[src/rtl/momod_pkg.sv]
package momod_pkg;

    // modulus 2^n+1
    function automatic int unsigned modulus(int unsigned n);
        return (32'd1 << n) + 32'd1;
    endfunction

    // (-(k+m)) mod (2^n+1), the value the last row must inject
    function automatic int unsigned corr_value(int unsigned k, int unsigned m, int unsigned n);
        int unsigned t;
        t = (k + m) % modulus(n);
        return (t == 0) ? 32'd0 : modulus(n) - t;
    endfunction

endpackage

[src/rtl/momod_csa_row.sv]
module momod_csa_row #(
    parameter int N = 3
) (
    input  logic [N-1:0] a,
    input  logic [N-1:0] b,
    input  logic [N-1:0] c,
    output logic [N-1:0] s,
    output logic [N-1:0] cv
);
    import momod_pkg::*;

    logic [N-1:0] maj;

    assign s   = a ^ b ^ c;
    assign maj = (a & b) | (a & c) | (b & c);
    // carry of weight 2^N re-enters at bit 0 complemented
    assign cv  = {maj[N-2:0], ~maj[N-1]};

    always_comb begin

        row_congruence_chk: assert (((32'(a) + 32'(b) + 32'(c) + 32'd1) % modulus(N))
                                    == ((32'(s) + 32'(cv)) % modulus(N)))
            else $error("carry-save row lost congruence");
    end
endmodule

[src/rtl/momod_corr_gen.sv]
module momod_corr_gen #(
    parameter int K = 4,
    parameter int N = 3
) (
    input  logic [K-1:0] msb_vec,
    output logic [N:0]   corr
);
    import momod_pkg::*;

    localparam int CW = $clog2(K + 1);

    logic [CW-1:0] ones;

    always_comb begin
        ones = '0;
        for (int i = 0; i < K; i++) begin
            ones = ones + CW'(msb_vec[i]);
        end
    end

    assign corr = (N+1)'(corr_value(32'(K), 32'(ones), 32'(N)));

    always_comb begin

        corr_cancel_chk: assert (((32'(corr) + 32'(K) + 32'(ones)) % modulus(N)) == 32'd0)
            else $error("correction does not cancel bias");

        corr_range_chk: assert (32'(corr) <= (32'd1 << N))
            else $error("correction out of range");
    end
endmodule

[src/rtl/momod_final_add.sv]
module momod_final_add #(
    parameter int N = 3
) (
    input  logic [N-1:0] a,
    input  logic [N-1:0] b,
    output logic [N:0]   res
);
    import momod_pkg::*;

    logic [N-1:0] gen, prop, cy, sum_lo;
    logic         grp_g, grp_p, cr;

    always_comb begin
        gen   = a & b;
        prop  = a ^ b;
        grp_g = 1'b0;
        grp_p = 1'b1;
        for (int i = 0; i < N; i++) begin
            grp_g = gen[i] | (prop[i] & grp_g);
            grp_p = grp_p & prop[i];
        end
        // complemented end-around carry
        cr = ~grp_g;
        for (int i = 0; i < N; i++) begin
            cy[i] = cr;
            cr    = gen[i] | (prop[i] & cr);
        end
        sum_lo = prop ^ cy;
    end

    assign res = {grp_p, sum_lo};

    always_comb begin

        fin_zero_low_chk: assert (!res[N] || (res[N-1:0] == '0))
            else $error("top bit set with nonzero low bits");

        fin_biased_sum_chk: assert (32'(res) == ((32'(a) + 32'(b) + 32'd1) % modulus(N)))
            else $error("final adder wrong");
    end
endmodule

[src/rtl/momod_adder.sv]
module momod_adder #(
    parameter int OPND_CNT = 4,
    parameter int DIG_W    = 3
) (
    input  logic [OPND_CNT*(DIG_W+1)-1:0] opnd_bus,
    output logic [DIG_W:0]                mod_sum
);
    import momod_pkg::*;

    localparam int OW       = DIG_W + 1;
    localparam int ROWS     = OPND_CNT - 2;
    localparam int POOL_LEN = 3 * OPND_CNT - 4;
    localparam int TAIL0    = 3 * OPND_CNT - 6;

    typedef struct packed {
        logic [DIG_W-1:0] sv;
        logic [DIG_W-1:0] cv;
    } cs_pair_t;

    logic [DIG_W-1:0] pool [POOL_LEN];
    logic [OPND_CNT-1:0] msb_vec;
    logic [DIG_W:0]      corr;
    cs_pair_t            tree_out, last_out, fin_in;

    for (genvar i = 0; i < OPND_CNT; i++) begin : g_split
        assign pool[i]    = opnd_bus[i*OW +: DIG_W];
        assign msb_vec[i] = opnd_bus[i*OW + DIG_W];
    end

    // queue-ordered tree: row j eats entries 3j..3j+2, appends two
    for (genvar j = 0; j < ROWS; j++) begin : g_row
        momod_csa_row #(.N(DIG_W)) u_row (
            .a (pool[3*j]),
            .b (pool[3*j+1]),
            .c (pool[3*j+2]),
            .s (pool[OPND_CNT+2*j]),
            .cv(pool[OPND_CNT+2*j+1])
        );
    end

    assign tree_out.sv = pool[TAIL0];
    assign tree_out.cv = pool[TAIL0+1];

    momod_corr_gen #(.K(OPND_CNT), .N(DIG_W)) u_corr (
        .msb_vec(msb_vec),
        .corr   (corr)
    );

    momod_csa_row #(.N(DIG_W)) u_last (
        .a (tree_out.sv),
        .b (tree_out.cv),
        .c (corr[DIG_W-1:0]),
        .s (last_out.sv),
        .cv(last_out.cv)
    );

    // correction of 2^N is -1: skip the last row entirely
    assign fin_in = corr[DIG_W] ? tree_out : last_out;

    momod_final_add #(.N(DIG_W)) u_fin (
        .a  (fin_in.sv),
        .b  (fin_in.cv),
        .res(mod_sum)
    );

    always_comb begin
        longint unsigned tot;
        tot = 0;
        for (int i = 0; i < OPND_CNT; i++) begin

            opnd_range_chk: assert (32'(opnd_bus[i*OW +: OW]) <= (32'd1 << DIG_W))
                else $error("operand out of range");
            tot = tot + 64'(opnd_bus[i*OW +: OW]);
        end

        mod_sum_chk: assert (64'(mod_sum) == (tot % 64'(modulus(DIG_W))))
            else $error("modular sum wrong");
    end
endmodule

[config.mk]
export PLATFORM = sky130hd
export DESIGN_NAME = momod_adder
export DESIGN_NICKNAME = d
export VERILOG_FILES = /design/src/rtl/momod_pkg.sv /design/src/rtl/momod_csa_row.sv /design/src/rtl/momod_corr_gen.sv /design/src/rtl/momod_final_add.sv /design/src/rtl/momod_adder.sv
export SDC_FILE = /design/constraint.sdc
export NUM_CORES = 1
export LEC_CHECK = 0
export ABC_AREA = 1
export ABC_CLOCK_PERIOD_IN_PS = 4810
export BUFFER_PORTS_ARGS = -buffer_cell sky130_fd_sc_hd__buf_2
export CAP_MARGIN = 25
export CORE_UTILIZATION = 50
export DETAILED_ROUTE_END_ITERATION = 8
export PLACE_DENSITY = 0.77
export SLEW_MARGIN = 5
export SYNTH_ARGS = -nofsm -noshare
export SYNTH_HDL_FRONTEND = slang
export SYNTH_SLANG_ARGS = --single-unit
[constraint.sdc]
create_clock -name vclk -period 4.81
set_input_delay 0.2405 -clock vclk [all_inputs]
set_output_delay 0.2405 -clock vclk [all_outputs]
set_load 0.01 [all_outputs]
==> out/qor.csv <==
metric,value,unit
final hold viol count,0,
Synth Cell Area,695.7,um^2
Synth Area in Compound Gates,0.03597,
number of diodes,0,
leading area contributor after synthesis,fa_1,
routed len/inst,9.186,um
"Distinct cells, synth",15,
adder-cell share of the synthesized area,0.5072,
Post-layout nets,153,
synthesized netlist net count,134,
Worst path slowest cell,fa_2,
drt pass-1 iters,4,
Critical Path Max Stage Delay,530,ps
total area of sequential cells,0,um^2
final RePlAce weighted congestion,0.8423,
mux cell area share after synthesis,0,
drc violations,0,
cts hold-fix bufs,0,
first-pass GRT wire length,1952,um
FILL cells,123,
simple-gate share of the synthesized area,0.2608,
Die Y,39.30,um
Post-CTS Setup Repair Bufs,0,
power consumption,0.2989,mW
Post-Syn Instances,97,
Syn Area/Cell,7.172,um^2
Final Max Slew Viols,0,
largest cells by area after synthesis,"fa_1 35%, ha_1 16%, inv_1 13%, nand2_1 13%, nand3_1 7.9%",
Tmin final,4543,ps
post-CTS sizing,0,
Top Ports,20,
Ys Warns,0,
die width,39.30,um
Setup crit start kind,primary input,
sequential area share after synthesis,0,
Max-Cap Viols,0,
die area,1544,um^2
combinational family with the most area after synthesis,adder cells,
Via density,4.744,
iteration-0 DRC count of the detailed router,30,
cell with the most instances after synthesis,inv_1,
Placed Area,788.3,um^2
Final HPWL DP,1057,um
Tot GR Track Use,0.1812,
PwrDens,370.9,nW/um^2
antenna violations before repair,0,
worst endpoint required time,4570,ps
design area,805.8,um^2
static leakage,0.4866,nW
Crit Path Class,primary input to primary output,
worst hold endpoint,mod_sum[2],
seq_cells,0,
Tightest Pin Transition,214.1,ps
Core Region,1301,um^2
largest net degree at the start of global routing,12,
post-route clock period utilization,0.9445,
most common library cells after synthesis,"25 x inv_1, 24 x nand2_1, 12 x fa_1, 11 x nand3_1, 9 x ha_1",
Starting Density,0.5346,
Worst Path Max Fanout,3,
share of cells above drive strength 1,0.2544,
xor-xnor portion of the synthesized cell area,0.01259,
hold_sp,opnd_bus[13],
area grow syn2layout,15.83,%
crit path DAT,4300,ps
worst-path cell chain,buf_2 -> ha_1 -> inv_1 -> fa_1 -> inv_1 -> nand2_1 -> nand2_1 -> ha_1 -> o21ai_1 -> ha_1 -> inv_1 -> nor2_2 -> a22oi_1 -> fa_1 -> nand2_1 -> nand2_1 -> ha_1 -> a21oi_1 -> o21bai_1 -> fa_1 -> fa_2 -> inv_1 -> buf_2,
Antenna Nets Post-Route,0,
Synth top area share,0.3453,
final-layout clock buffer total,0,
IO buf count,20,
Vias,612,
row count,13,
Hold Path Class,primary input to primary output,
crit end category,primary output,
outcome,"finished, final reports clean",
gr ovfl total,0,
Multi-input gate area,585.6,um^2
Max IR drop VDD,294.3,uV
vias in the first global route,515,
number of setup violations in the final report,0,
Max transition margin,0.8573,
Post-Route WL,1185,um
Max Freq,0.2201,GHz
hold path cells,7,
==> worst max-delay path: cells and delay by family <==
kind                       cells  cell delay (ps)
and+or+nand+nor                5              370
buffers and inverters          6              430
adders and majority gates      8             2780
AOI/OAI and AO/OA              4              470
==> how the worst max path moves through the flow <==
stage / start / end / slack [ps] / cells past startpoint
after detailed placement: opnd_bus[7] / mod_sum[2] / 100 / 24
after floorplan: opnd_bus[3] / mod_sum[2] / 450 / 22
final: opnd_bus[7] / mod_sum[1] / 270 / 23
after CTS: opnd_bus[7] / mod_sum[2] / 90 / 24
after global placement: opnd_bus[3] / mod_sum[2] / 170 / 24
after global routing: opnd_bus[7] / mod_sum[1] / -20 / 23
==> layout by cell type (no fill, tap or decap), types with 2 or more instances in the layout <==
master / instances
buf_2: 20
fa_1: 11
ha_1: 8
inv_1: 24
nand2_1: 24
nand2_2: 4
nand3_1: 11
nor2_1: 2
==> through the flow <==
stage / setup WS [ps] / util / std cells / setup TNS (ps) / hold WS (ps)
2_1_floorplan: 449.3 / - / 97 / 0 / 1048
5_1_grt: -15.63 / 0.6192 / 129 / -28.66 / 1410
3_3_place_gp: 174.4 / 0.6058 / 129 / 0 / 1302
6_report: 266.9 / 0.6192 / 129 / 0 / 1301
3_5_place_dp: 99.00 / 0.6058 / 129 / 0 / 1307
4_1_cts: 89.92 / 0.6058 / 129 / 0 / 1308
==> per-layer routing <==
| metal | global-route usage | wire length (um) | vias to the layer above |
|---|---|---|---|
| met3 | 0 | 47 | 0 |
| met4 | 0 | 0 | 0 |
| met2 | 0.3292 | 628 | 20 |
| met5 | 0 | 0 | - |
| li1 | - | - | 323 |
| met1 | 0.2572 | 509 | 269 |
==> kinds of logic after synthesis <==
kind of cell,Yosys count
compound gates,4
simple gates,42
buf+inv,29
fa+ha+maj,21
xor+xnor,1
==> where the power goes <==
part / switching [mW] / total [mW] / internal [mW]
registers: 0 / 0 / 0
clock network: 0 / 0 / 0
logic: 0.164 / 0.299 / 0.134
total: 0.164 / 0.299 / 0.134
==> layout make-up <==
class | count | share of cell area
inverters | 25 | 0.1165
well taps | 15 | 0.02329
multi-input cells | 68 | 0.7267
repair buffers | 21 | 0.1335
(Power assumes the default switching activity.)
